===== src/rtl/glyph_pkg.sv =====
package glyph_pkg;
  parameter int unsigned SLOTS  = 16;
  parameter int unsigned ROWS   = 7;
  parameter int unsigned COLS   = 5;
  parameter int unsigned DATA_W = 8;
  parameter int unsigned ADDR_W = 5;

  localparam int unsigned SLOT_W = $clog2(SLOTS);
  localparam int unsigned ROW_W  = $clog2(ROWS + 1);

  typedef logic [SLOT_W-1:0] slot_t;
  typedef logic [ROW_W-1:0]  row_t;
  typedef logic [COLS-1:0]   dots_t;

  typedef struct packed {
    logic wr_ptr;
    logic wr_row;
    logic rd_ptr;
    logic rd_row;
  } bus_op_t;
endpackage


===== src/rtl/glyph_bus_decode.sv =====
module glyph_bus_decode
  import glyph_pkg::*;
#(
  parameter int unsigned RW = ROW_W,
  parameter int unsigned NROWS = ROWS
) (
  input  logic          cs_n,
  input  logic          wr_n,
  input  logic          rd_n,
  input  logic          tgt_reg,
  input  logic [RW-1:0] row_code,
  output bus_op_t       op
);
  logic wr_any;
  logic rd_any;
  logic row_ok;

  always_comb begin
    wr_any    = !cs_n && !wr_n && rd_n;
    rd_any    = !cs_n && !rd_n && wr_n;
    row_ok    = (32'(row_code) < NROWS);
    op.wr_ptr = wr_any && tgt_reg;
    op.wr_row = wr_any && !tgt_reg && row_ok;
    op.rd_ptr = rd_any && tgt_reg;
    op.rd_row = rd_any && !tgt_reg;
  end
endmodule


===== src/rtl/glyph_slot_reg.sv =====
module glyph_slot_reg
  import glyph_pkg::*;
#(
  parameter int unsigned SW = SLOT_W
) (
  input  logic          clk,
  input  logic          rst_n,
  input  logic          load_en,
  input  logic [SW-1:0] load_val,
  output logic [SW-1:0] slot_q
);
  logic [SW-1:0] slot_d;

  always_comb begin
    slot_d = slot_q;
    if (load_en) slot_d = load_val;
  end

  always_ff @(posedge clk or negedge rst_n) begin
    if (!rst_n) slot_q <= '0;
    else        slot_q <= slot_d;
  end
endmodule


===== src/rtl/glyph_store.sv =====
module glyph_store
  import glyph_pkg::*;
#(
  parameter int unsigned NSLOTS = SLOTS,
  parameter int unsigned NROWS  = ROWS,
  parameter int unsigned NCOLS  = COLS,
  parameter int unsigned SW     = SLOT_W,
  parameter int unsigned RW     = ROW_W
) (
  input  logic             clk,
  input  logic             wr_en,
  input  logic [SW-1:0]    wr_slot,
  input  logic [RW-1:0]    wr_row,
  input  logic [NCOLS-1:0] wr_dots,
  input  logic [SW-1:0]    rd_slot_a,
  input  logic [RW-1:0]    rd_row_a,
  output logic [NCOLS-1:0] rd_dots_a,
  input  logic [SW-1:0]    rd_slot_b,
  input  logic [RW-1:0]    rd_row_b,
  output logic [NCOLS-1:0] rd_dots_b
);
  logic [NCOLS-1:0] cells [NSLOTS][NROWS];

  always_ff @(posedge clk) begin
    for (int s = 0; s < NSLOTS; s++) begin
      for (int r = 0; r < NROWS; r++) begin
        if (wr_en && (32'(wr_slot) == s) && (32'(wr_row) == r))
          cells[s][r] <= wr_dots;
      end
    end
  end

  function automatic logic [NCOLS-1:0] fetch(input logic [SW-1:0] s,
                                             input logic [RW-1:0] r);
    logic [NCOLS-1:0] v;
    v = '0;
    for (int i = 0; i < NSLOTS; i++)
      for (int j = 0; j < NROWS; j++)
        if ((32'(s) == i) && (32'(r) == j)) v = cells[i][j];
    return v;
  endfunction

  always_comb begin
    rd_dots_a = fetch(rd_slot_a, rd_row_a);
    rd_dots_b = fetch(rd_slot_b, rd_row_b);
  end
endmodule


===== src/rtl/glyph_ram_top.sv =====
module glyph_ram_top
  import glyph_pkg::*;
#(
  parameter int unsigned NSLOTS = SLOTS,
  parameter int unsigned NROWS  = ROWS,
  parameter int unsigned NCOLS  = COLS,
  parameter int unsigned DW     = DATA_W,
  parameter int unsigned AW     = ADDR_W,
  localparam int unsigned SW    = $clog2(NSLOTS),
  localparam int unsigned RW    = $clog2(NROWS + 1)
) (
  input  logic          clk,
  input  logic          rst_n,
  input  logic          cs_n,
  input  logic          wr_n,
  input  logic          rd_n,
  input  logic          tgt_reg,
  input  logic [AW-1:0] addr,
  input  logic [DW-1:0] wdata,
  output logic [DW-1:0] rdata,
  input  logic [SW-1:0] scan_slot,
  input  logic [RW-1:0] scan_row,
  output logic [NCOLS-1:0] scan_dots
);
  logic             rst_meta;
  logic             rst_sync_n;
  bus_op_t          op;
  logic [SW-1:0]    slot_q;
  logic [NCOLS-1:0] bus_dots;
  logic             unused_hi;

  assign unused_hi = ^{addr[AW-1:RW], wdata[DW-1:NCOLS]};

  always_ff @(posedge clk or negedge rst_n) begin
    if (!rst_n) begin
      rst_meta   <= 1'b0;
      rst_sync_n <= 1'b0;
    end else begin
      rst_meta   <= 1'b1;
      rst_sync_n <= rst_meta;
    end
  end

  glyph_bus_decode #(.RW(RW), .NROWS(NROWS)) u_decode (
    .cs_n     (cs_n),
    .wr_n     (wr_n),
    .rd_n     (rd_n),
    .tgt_reg  (tgt_reg),
    .row_code (addr[RW-1:0]),
    .op       (op)
  );

  glyph_slot_reg #(.SW(SW)) u_slot (
    .clk      (clk),
    .rst_n    (rst_sync_n),
    .load_en  (op.wr_ptr),
    .load_val (wdata[SW-1:0]),
    .slot_q   (slot_q)
  );

  glyph_store #(
    .NSLOTS(NSLOTS), .NROWS(NROWS), .NCOLS(NCOLS), .SW(SW), .RW(RW)
  ) u_store (
    .clk       (clk),
    .wr_en     (op.wr_row),
    .wr_slot   (slot_q),
    .wr_row    (addr[RW-1:0]),
    .wr_dots   (wdata[NCOLS-1:0]),
    .rd_slot_a (slot_q),
    .rd_row_a  (addr[RW-1:0]),
    .rd_dots_a (bus_dots),
    .rd_slot_b (scan_slot),
    .rd_row_b  (scan_row),
    .rd_dots_b (scan_dots)
  );

  always_comb begin
    rdata = '0;
    if (op.rd_ptr)      rdata = DW'(slot_q);
    else if (op.rd_row) rdata = DW'(bus_dots);
  end
endmodule


===== config.mk =====
export PLATFORM = sky130hd
export DESIGN_NAME = glyph_ram_top
export DESIGN_NICKNAME = d
export VERILOG_FILES = /design/src/rtl/glyph_pkg.sv /design/src/rtl/glyph_bus_decode.sv /design/src/rtl/glyph_slot_reg.sv /design/src/rtl/glyph_store.sv /design/src/rtl/glyph_ram_top.sv
export SDC_FILE = /design/constraint.sdc
export NUM_CORES = 1
export LEC_CHECK = 0
export ABC_AREA = 1
export CAP_MARGIN = 40
export CORE_ASPECT_RATIO = 1.4
export CORE_MARGIN = 4
export CORE_UTILIZATION = 30
export DETAILED_ROUTE_END_ITERATION = 7
export HOLD_SLACK_MARGIN = 0.08
export PLACE_DENSITY_LB_ADDON = 0.15
export REMOVE_ABC_BUFFERS = 1
export SYNTH_ARGS = -nofsm -noshare
export SYNTH_HDL_FRONTEND = slang
export SYNTH_SLANG_ARGS = --single-unit

===== constraint.sdc =====
create_clock -name clk -period 14.2 [get_ports clk]
set_clock_uncertainty 0.15 [all_clocks]
set_input_delay 2.13 -clock clk [delete_from_list [all_inputs] [get_ports clk]]
set_output_delay 2.13 -clock clk [all_outputs]
set_load 0.01 [all_outputs]

==> out/qor.json, run 1 <==
{
  "sta": {
    "fin_setup_tns_ns": 0,
    "timing_worst_slew_pin_value_ns": 0.849,
    "hold_viol": 0,
    "timing.final.crit_period_ns": 13.10,
    "slew-limit-headroom_pct": 43.4,
    "finalSetupViolCount": 0,
    "max_freq_mhz": 76.4,
    "slew_violations": 0,
    "post-route-period-util_pct": 92.2,
    "grt_setup_unrepaired": "false",
    "layout_setup_ws_ns": 1.10
  },
  "route": {
    "num_vias": 22700,
    "drc_errors": 0,
    "post_route_wl_um": 98400,
    "postRouteAntennaNets": 0,
    "wl_per_cell_um": 20.8,
    "drt_pass1_iterations": 6,
    "viasPerCell": 4.79,
    "initialDrtViolationCount": 1830
  },
  "logic_synthesis": {
    "ys_warn_count": 0,
    "synth_compound_gate_area_share_pct": 3.22,
    "synth.cell_area_sq_um": 28800,
    "postSynthAreaPerCell_sq_um": 8.52,
    "postSynthRegisterBits": 566,
    "netlist_instances": 3379,
    "synth.area.mux_share_pct": 0,
    "synthXorXnorAreaFrac_pct": 0,
    "dominant_combinational_cell_family_by_area_after_synthesis": "simple AND/OR/NAND/NOR gates",
    "synth_simple_gate_area_share_pct": 30.2,
    "yosysUniqueCellTypes": 37,
    "synth_sequential_area_ratio_pct": 58.9,
    "synth_fa_ha_area_share_pct": 0
  },
  "power": {
    "vdd_ir_drop_max_uv": 92.6,
    "power_leakage_nw": 11.5,
    "p_total_w": 0.00396,
    "power_per_cell_area_nw_per_um2": 120
  },
  "worst_setup_path": {
    "reg2reg_depth": 8,
    "path_max_fanout": 8,
    "cp_slowest_stage_delay_ns": 0.67,
    "timing.critical_path.buf_inv": 3,
    "kind_of_start_point_of_the_critical_path": "input port",
    "critical_path.slowest_cell": "sky130_fd_sc_hd__clkdlybuf4s50_1",
    "crit_type": "in -> out",
    "cp.depth": 67,
    "setup.worst_path.end_class": "primary output",
    "timing.critical_path.max_delay_family": "simple AND/OR/NAND/NOR gates",
    "timing.critical_path.arrival_ns": 10.82,
    "critPathRequiredTime_ns": 11.92,
    "path_common_cell": "sky130_fd_sc_hd__nand2_1"
  },
  "layout": {
    "fin_area_sq_um": 32900,
    "drive_gt1_share_pct": 6.71,
    "fin_util_pct": 34.6,
    "flow.area_growth_from_synthesis_pct": 14.4,
    "nets": 3493,
    "antenna_cells": 0,
    "n_fill_cell": 9944
  },
  "die": {
    "floorplan.rows": 134,
    "boundaryPins": 39,
    "initial_core_utilization_pct": 30.2,
    "dieArea_sq_um": 101000,
    "core_region_area_sq_um": 95200,
    "die-height_um": 375,
    "die_width_um": 270
  },
  "clock_network": {
    "post-cts-setup-buffers": 0,
    "cts.path.max_buffers": 3,
    "worst_skew_pair.late_latency_ns": 0.65,
    "cts_inserted_buffers": 59,
    "clock-root-buffer": "sky130_fd_sc_hd__clkbuf_16",
    "cts-htree-levels": 2,
    "clock_sinks": 566,
    "clock_tree_from_tritoncts": "done",
    "post_cts_resized": 0,
    "clk_pin_slew_worst_paths_ns": 0.07
  },
  "global_routing": {
    "antenna_found_initial": 0,
    "total_congestion_overflow_after_global_routing": 0,
    "grt.total_usage_pct": 18.9,
    "first_global_vias": 23300,
    "grt_first_pass_wirelength_um": 145000,
    "largest_net_degree_at_the_start_of_global_routing": 62
  },
  "hold_path": {
    "hold_class": "reg -> reg",
    "worstHoldPathCells": 0
  },
  "place": {
    "dp_hpwl_um": 68700,
    "place_worst_setup_slack_ns": 1.14,
    "place.port_buffers": 30,
    "place_congestion": 0.882,
    "dpl_cell_area_sq_um": 30800
  },
  "job": {
    "max_cap_violations": 0
  },
  "outcome": {
    "outcome": "finished, final reports clean"
  }
}
[registers in the layout (all words and copies together) (netlist names)]
register / flops
u_slot.slot_q: 4
u_store.cells: 560
rst_meta: 1
rst_sync_n: 1
[synth_stat cells]
master                      number  share of area (%)
sky130_fd_sc_hd__o211ai_1        3              0.078
sky130_fd_sc_hd__or2_1           3              0.065
sky130_fd_sc_hd__edfxtp_1      560                 58
sky130_fd_sc_hd__conb_1          2              0.026
sky130_fd_sc_hd__nand2_1      1087                 14
sky130_fd_sc_hd__a31oi_1         1              0.022
sky130_fd_sc_hd__or2_2          77                1.7
sky130_fd_sc_hd__nand2_4         2              0.078
sky130_fd_sc_hd__nor3_1         33               0.57
sky130_fd_sc_hd__buf_2           3              0.052
sky130_fd_sc_hd__nor2_2          2              0.043
sky130_fd_sc_hd__nor2_4          3               0.12
sky130_fd_sc_hd__nand3_2         4               0.14
sky130_fd_sc_hd__buf_1           8               0.10
sky130_fd_sc_hd__nand3_1        88                1.5
sky130_fd_sc_hd__o21ai_1         2              0.035
sky130_fd_sc_hd__nor2_1        526                6.9
sky130_fd_sc_hd__a221oi_1        1              0.030
sky130_fd_sc_hd__o31ai_1         2              0.052
sky130_fd_sc_hd__nor4_1          2              0.043
sky130_fd_sc_hd__inv_4           1              0.022
sky130_fd_sc_hd__and3_1          1              0.022
sky130_fd_sc_hd__clkinv_1       14               0.18
sky130_fd_sc_hd__a21oi_1        63                1.1
sky130_fd_sc_hd__inv_2          12               0.16
sky130_fd_sc_hd__nand3b_1        1              0.026
sky130_fd_sc_hd__dfrtp_1         6               0.52
sky130_fd_sc_hd__nor3b_1         2              0.052
sky130_fd_sc_hd__buf_4           3              0.078
sky130_fd_sc_hd__nand4_1       213                4.6
sky130_fd_sc_hd__o22ai_1         8               0.17
sky130_fd_sc_hd__inv_1         521                6.8
sky130_fd_sc_hd__clkbuf_1       21               0.27
sky130_fd_sc_hd__o2111ai_1       1              0.030
sky130_fd_sc_hd__o21ai_0        98                1.7
sky130_fd_sc_hd__nand3_4         1              0.061
sky130_fd_sc_hd__or2_0           4              0.087
[kinds of logic after synthesis]
group	Yosys count
buffers and inverters	583
AND/OR/NAND/NOR	2049
flip-flops	566
other	2
AO/OA/AOI/OAI	179
[final timing paths]
kind | slack [ns] | endpoint | from
max in group asynchronous | 12.06 | rst_meta | rst_n
worst max register to register | 11.23 | u_store.cells[1][103] | u_slot.slot_q[2]
worst min register to register | 0.20 | rst_sync_n | rst_meta
worst min-delay path | 0.20 | rst_sync_n | rst_meta
worst max-delay path | 1.10 | rdata[3] | addr[1]
min in group asynchronous | 0.44 | u_slot.slot_q[0] | rst_sync_n
[power breakdown]
group | internal (W) | switching [W] | leakage [nW] | total [W]
combinational | 0.000103 | 0.000297 | 5.38 | 0.000400
sequential | 0.00184 | 0.00000726 | 5.10 | 0.00185
clock | 0.00102 | 0.000691 | 1.02 | 0.00171
total | 0.00296 | 0.000995 | 11.5 | 0.00396
[cell type report]
type	instances	area (sq um)	share of cell area, %
clock inverter	36	532	1.61
inverter	548	2060	6.25
multi-input combinational	2232	9640	29.3
timing repair buffer	60	608	1.85
clock buffer	73	1600	4.86
sequential	566	17000	51.5
tap	1224	1530	4.65
[cell usage in the layout, fill, tap and decap left out, types with 17 or more instances in the layout]
cell                                 n
sky130_fd_sc_hd__a21oi_1            63
sky130_fd_sc_hd__buf_4              29
sky130_fd_sc_hd__clkbuf_16          61
sky130_fd_sc_hd__clkdlybuf4s50_1    25
sky130_fd_sc_hd__clkinv_1           17
sky130_fd_sc_hd__edfxtp_1          560
sky130_fd_sc_hd__inv_1             521
sky130_fd_sc_hd__nand2_1          1087
sky130_fd_sc_hd__nand3_1            85
sky130_fd_sc_hd__nand4_1           213
sky130_fd_sc_hd__nor2_1            526
sky130_fd_sc_hd__nor3_1             33
sky130_fd_sc_hd__o21ai_0            98
sky130_fd_sc_hd__or2_2              77
[what timing repair did]
action / in CTS / in global routing
hold buffers: 1 / 0
endpoints found under the hold margin: 4 / 0
endpoints found under the setup margin: 0 / 0
[through the flow]
stage	hold slack, ns	instances
after detailed placement	-0.0887	4629
after global routing	0.217	4739
after floorplan	-0.110	3346
after global placement	-0.0893	4624
final	0.204	4739
after CTS	0.205	4739
[per-layer routing]
layer | vias up | track usage [%] | share of wire [%]
li1 | 11200 | - | -
met1 | 10800 | 22.0 | 40
met2 | 577 | 35.4 | 52
met3 | 193 | 2.39 | 4.3
met4 | 0 | 7.43 | 4.2
met5 | - | 0 | 0
Power figures use the tool's default switching activity.
==> run 2: changes to the inputs <==
Clock period 14.2 ns to 16 ns, I/O delays scaled along.
==> out/qor.json, run 2 (synthesized netlist as in run 1, its figures left out) <==
{
  "power": {
    "power_per_cell_area_nw_per_um2": 106,
    "vdd_ir_drop_max_uv": 75.6,
    "power.switching_fraction_pct": 25.2,
    "power.sequential.fraction_pct": 47.2,
    "power_leakage_nw": 11.5,
    "switchingPower_w": 0.000875,
    "p_total_w": 0.00347,
    "power_frac_clock_pct": 42.5,
    "internal-power_w": 0.00260,
    "combinationalPowerShare_pct": 10.3
  },
  "place": {
    "place.port_buffers": 30,
    "dpl_cell_area_sq_um": 30800,
    "place_worst_setup_slack_ns": 2.21,
    "dp_hpwl_um": 68200,
    "place_congestion": 0.892
  },
  "global_routing": {
    "antenna_found_initial": 0,
    "first_global_vias": 23300,
    "grt.busiest_layer": "met2",
    "largest_net_degree_at_the_start_of_global_routing": 61,
    "grt_first_pass_wirelength_um": 144000,
    "grt.total_usage_pct": 18.9,
    "met2_usage_pct": 34.9,
    "met1_use_gr_pct": 21.9,
    "total_congestion_overflow_after_global_routing": 0,
    "globalRouteMet3Util_pct": 2.32
  },
  "die": {
    "floorplan.rows": 134,
    "initial_core_utilization_pct": 30.2,
    "die_width_um": 270,
    "dieArea_sq_um": 101000,
    "die-height_um": 375,
    "boundaryPins": 39,
    "core_region_area_sq_um": 95200
  },
  "sta": {
    "max_freq_mhz": 72.8,
    "post-route-period-util_pct": 85.9,
    "grt_setup_unrepaired": "false",
    "timing_worst_slew_pin_value_ns": 0.884,
    "layout_setup_ws_ns": 2.26,
    "fin_setup_tns_ns": 0,
    "hold_viol": 0,
    "slew-limit-headroom_pct": 40.6,
    "finalSetupViolCount": 0,
    "timing.final.crit_period_ns": 13.74,
    "slew_violations": 0
  },
  "clock_network": {
    "cts_inserted_buffers": 58,
    "post-cts-setup-buffers": 0,
    "clock_tree_from_tritoncts": "done",
    "post_cts_resized": 0,
    "cts-htree-levels": 2,
    "clk_pin_slew_worst_paths_ns": 0.06,
    "worst_skew_pair.late_latency_ns": 0.64,
    "clock_sinks": 566,
    "cts.path.max_buffers": 3,
    "postCtsHoldBufs": 1,
    "clock-root-buffer": "sky130_fd_sc_hd__clkbuf_16"
  },
  "route": {
    "postRouteAntennaNets": 0,
    "num_vias": 22700,
    "initialDrtViolationCount": 1793,
    "drt_pass1_iterations": 6,
    "wl_per_cell_um": 20.7,
    "drc_errors": 0,
    "post_route_wl_um": 98100,
    "viasPerCell": 4.79
  },
  "worst_setup_path": {
    "critPathRequiredTime_ns": 13.45,
    "cp_slowest_stage_delay_ns": 0.75,
    "kind_of_start_point_of_the_critical_path": "input port",
    "timing.critical_path.max_delay_family": "simple AND/OR/NAND/NOR gates",
    "timing.critical_path.arrival_ns": 11.19,
    "path_common_cell": "sky130_fd_sc_hd__nand4_1",
    "crit_type": "in -> out",
    "critical_path.slowest_cell": "sky130_fd_sc_hd__clkdlybuf4s50_1",
    "timing.critical_path.buf_inv": 4,
    "setup.worst_path.end_class": "primary output",
    "path_max_fanout": 9
  },
  "layout": {
    "flow.area_growth_from_synthesis_pct": 14.2,
    "drive_gt1_share_pct": 6.60,
    "n_fill_cell": 9935,
    "most_flops_register": "u_store.cells",
    "fin_area_sq_um": 32900,
    "area_used_by_sequential_logic_in_the_layout_sq_um": 17000,
    "multi_input_area_sq_um": 9640,
    "layout.cells.most_common_list": "sky130_fd_sc_hd__nand2_1 (1087), sky130_fd_sc_hd__edfxtp_1 (560), sky130_fd_sc_hd__nor2_1 (526)",
    "nets": 3492,
    "largest_register_ff_count": 560,
    "layout_commonest_cell": "sky130_fd_sc_hd__nand2_1",
    "largestRegisters": "u_store.cells: 560 flops, u_slot.slot_q: 4 flops"
  },
  "outcome": {
    "outcome": "finished, final reports clean"
  },
  "job": {
    "max_cap_violations": 0
  },
  "hold_path": {
    "hold_class": "reg -> reg"
  }
}
## run 2: per-stage QoR
stage | util (%) | cells | hold slack [ns]
floorplan | - | 3346 | -0.110
global placement | 32.2 | 4624 | -0.0875
detailed placement | 32.3 | 4629 | -0.0856
CTS | 34.5 | 4739 | 0.203
global route | 34.5 | 4739 | 0.213
finish | 34.5 | 4740 | 0.202
## run 2: layout make-up
class	count	area share [%]
Antenna cell	1	0.00761
Clock buffer	69	4.73
Clock inverter	40	1.53
Inverter	548	6.26
Multi-Input combinational cell	2232	29.3
Sequential cell	566	51.6
Tap cell	1224	4.66
Timing Repair Buffer	60	1.87
## run 2: worst register-to-register path: cells and delay by family (launching register included)
family | cells | cell delay (ns)
AND/OR/NAND/NOR | 4 | 1.23
flip-flops | 1 | 0.56
buffers and inverters | 2 | 0.56
## run 2: power groups by stage
stage | Clock, W | Combinational (W) | Sequential [W]
6_report | 0.00147 | 0.000357 | 0.00164
3_3_place_gp | 0 | 0.000358 | 0.00167
5_1_grt | 0.00158 | 0.000388 | 0.00164
3_5_place_dp | 0 | 0.000360 | 0.00167
2_1_floorplan | 0 | 0.000170 | 0.00167
4_1_cts | 0.00151 | 0.000362 | 0.00164
## run 2: layer usage
metal | wire length (um) | share of wire [%] | up-vias
met1 | 39200 | 40 | 10700
met2 | 50400 | 51 | 599
li1 | - | - | 11200
met4 | 4410 | 4.5 | 0
met5 | 0 | 0 | -
met3 | 4050 | 4.1 | 221
## run 2: path summary, 6_finish.rpt
kind                                   from  depth (start not counted)  slack [ns]                     to
setup / recovery                    addr[2]                         68        2.26               rdata[0]
max in group asynchronous             rst_n                          1       13.64             rst_sync_n
hold / removal                     rst_meta                          0        0.20             rst_sync_n
min in group asynchronous        rst_sync_n                          1        0.45       u_slot.slot_q[0]
hold reg to reg                    rst_meta                          0        0.20             rst_sync_n
setup reg to reg           u_slot.slot_q[1]                          6       13.15  u_store.cells[1][137]
==> run 3: changes to the inputs <==
Settings changed: SLEW_MARGIN set to 5.
==> out/qor.json, run 3 (synthesized netlist as in run 1, its figures left out) <==
{
  "global_routing": {
    "antenna_found_initial": 0,
    "grt.total_usage_pct": 18.9,
    "total_congestion_overflow_after_global_routing": 0,
    "grt_first_pass_wirelength_um": 144000,
    "first_global_vias": 23300,
    "largest_net_degree_at_the_start_of_global_routing": 61
  },
  "route": {
    "post_route_wl_um": 98100,
    "initialDrtViolationCount": 1685,
    "viasPerCell": 4.81,
    "wl_per_cell_um": 20.7,
    "drc_errors": 0,
    "num_vias": 22800,
    "postRouteAntennaNets": 0,
    "drt_pass1_iterations": 6
  },
  "sta": {
    "slew-limit-headroom_pct": 40.6,
    "timing.final.crit_period_ns": 13.79,
    "hold_viol": 0,
    "finalSetupViolCount": 0,
    "post-route-period-util_pct": 86.2,
    "timing_worst_slew_pin_value_ns": 0.890,
    "slew_violations": 0,
    "fin_setup_tns_ns": 0,
    "max_freq_mhz": 72.5,
    "grt_setup_unrepaired": "false"
  },
  "layout": {
    "most_flops_register": "u_store.cells",
    "fin_area_sq_um": 32900,
    "largest_register_ff_count": 560,
    "layout_commonest_cell": "sky130_fd_sc_hd__nand2_1",
    "nets": 3493,
    "layout.cells.most_common_list": "sky130_fd_sc_hd__nand2_1 (1087), sky130_fd_sc_hd__edfxtp_1 (560), sky130_fd_sc_hd__nor2_1 (526)",
    "multi_input_area_sq_um": 9640,
    "drive_gt1_share_pct": 6.63,
    "area_used_by_sequential_logic_in_the_layout_sq_um": 17000,
    "largestRegisters": "u_store.cells: 560 flops, u_slot.slot_q: 4 flops",
    "fin_util_pct": 34.6,
    "flow.area_growth_from_synthesis_pct": 14.3,
    "n_fill_cell": 9932
  },
  "clock_network": {
    "cts.path.max_buffers": 3,
    "cts-htree-levels": 2,
    "cts_inserted_buffers": 58,
    "clk_pin_slew_worst_paths_ns": 0.06,
    "clock-root-buffer": "sky130_fd_sc_hd__clkbuf_16",
    "clock_tree_from_tritoncts": "done",
    "clock_sinks": 566,
    "worst_skew_pair.late_latency_ns": 0.63
  },
  "worst_setup_path": {
    "critical_path.reg2reg.endpoint": "u_store.cells[1][101]",
    "setup.reg_to_reg.worst_slack_ns": 13.13,
    "path_max_fanout": 9,
    "cp_slowest_stage_delay_ns": 0.77,
    "critical_path.slowest_cell": "sky130_fd_sc_hd__clkdlybuf4s50_1",
    "regToRegStartpoint": "u_slot.slot_q[1]",
    "setup.worst_path.end_class": "primary output",
    "timing.critical_path.arrival_ns": 11.24,
    "critical_path.endpoint": "rdata[2]",
    "crit_type": "in -> out",
    "reg2reg_depth": 8,
    "crit_start": "addr[2]",
    "path_common_cell": "sky130_fd_sc_hd__nand4_1",
    "critPathRequiredTime_ns": 13.45,
    "kind_of_start_point_of_the_critical_path": "input port"
  },
  "die": {
    "floorplan.rows": 134,
    "dieArea_sq_um": 101000,
    "core_region_area_sq_um": 95200,
    "initial_core_utilization_pct": 30.2,
    "die_width_um": 270,
    "die-height_um": 375,
    "boundaryPins": 39
  },
  "power": {
    "power_leakage_nw": 11.5,
    "power_per_cell_area_nw_per_um2": 105,
    "vdd_ir_drop_max_uv": 76.2
  },
  "job": {
    "max_cap_violations": 0
  },
  "outcome": {
    "outcome": "finished, final reports clean"
  },
  "place": {
    "place_congestion": 0.892,
    "dpl_cell_area_sq_um": 30800,
    "dp_hpwl_um": 68200,
    "place.port_buffers": 30
  },
  "hold_path": {
    "hold_class": "reg -> reg"
  }
}
[run 3: worst min path at each step]
stage | from | endpoint | slack, ns | cells after the start
3_3_place_gp | rst_sync_n | u_slot.slot_q[0] | -0.09 | 0
4_1_cts | rst_meta | rst_sync_n | 0.20 | 0
3_5_place_dp | rst_sync_n | u_slot.slot_q[0] | -0.09 | 0
2_1_floorplan | rst_sync_n | u_slot.slot_q[0] | -0.11 | 0
5_1_grt | rst_meta | rst_sync_n | 0.21 | 0
6_report | rst_meta | rst_sync_n | 0.20 | 0
[run 3: layer usage]
metal / GRT usage (%) / routed length [um] / up-vias
li1: - / - / 11200
met3: 2.32 / 4280 / 218
met1: 21.9 / 39000 / 10800
met5: 0 / 0 / -
met2: 34.9 / 50500 / 621
met4: 8.11 / 4390 / 0
[run 3: metrics by stage]
stage / hold slack [ns] / worst slack (ns) / instances / power, W
3_3_place_gp: -0.0875 / 2.15 / 4624 / 0.00203
3_5_place_dp: -0.0856 / 2.21 / 4629 / 0.00203
6_report: 0.203 / 2.21 / 4741 / 0.00347
5_1_grt: 0.213 / 1.41 / 4740 / 0.00360
4_1_cts: 0.203 / 2.17 / 4739 / 0.00351
2_1_floorplan: -0.110 / 6.40 / 3346 / 0.00184
[run 3: cell type report]
| class | instances | share of cell area, % |
|---|---|---|
| well taps | 1224 | 4.65 |
| multi-input cells | 2232 | 29.3 |
| diodes | 1 | 0.00760 |
| repair buffers | 61 | 1.95 |
| clock buffers | 69 | 4.73 |
| inverters | 548 | 6.26 |
| flip-flops and latches | 566 | 51.6 |
| clock inverters | 40 | 1.53 |
[run 3: timing repair]
action	in CTS	in global routing
hold endpoints to repair	4	0
gates resized for setup	0	0
endpoints found under the setup margin	0	0
hold buffers	1	0
setup buffers	0	0
[run 3: where the power goes]
group          internal, W  leakage [nW]  total [W]  switching (W)
Sequential         0.00163          5.10    0.00164     0.00000670
Clock             0.000872         0.979    0.00147       0.000603
Combinational    0.0000924          5.39   0.000358       0.000266
Total              0.00260          11.5    0.00347       0.000875
[run 3: worst max-delay path: cells and delay by family]
kind                   cells  cell delay, ns
buffers and inverters      4            1.63
AND/OR/NAND/NOR           62            7.16
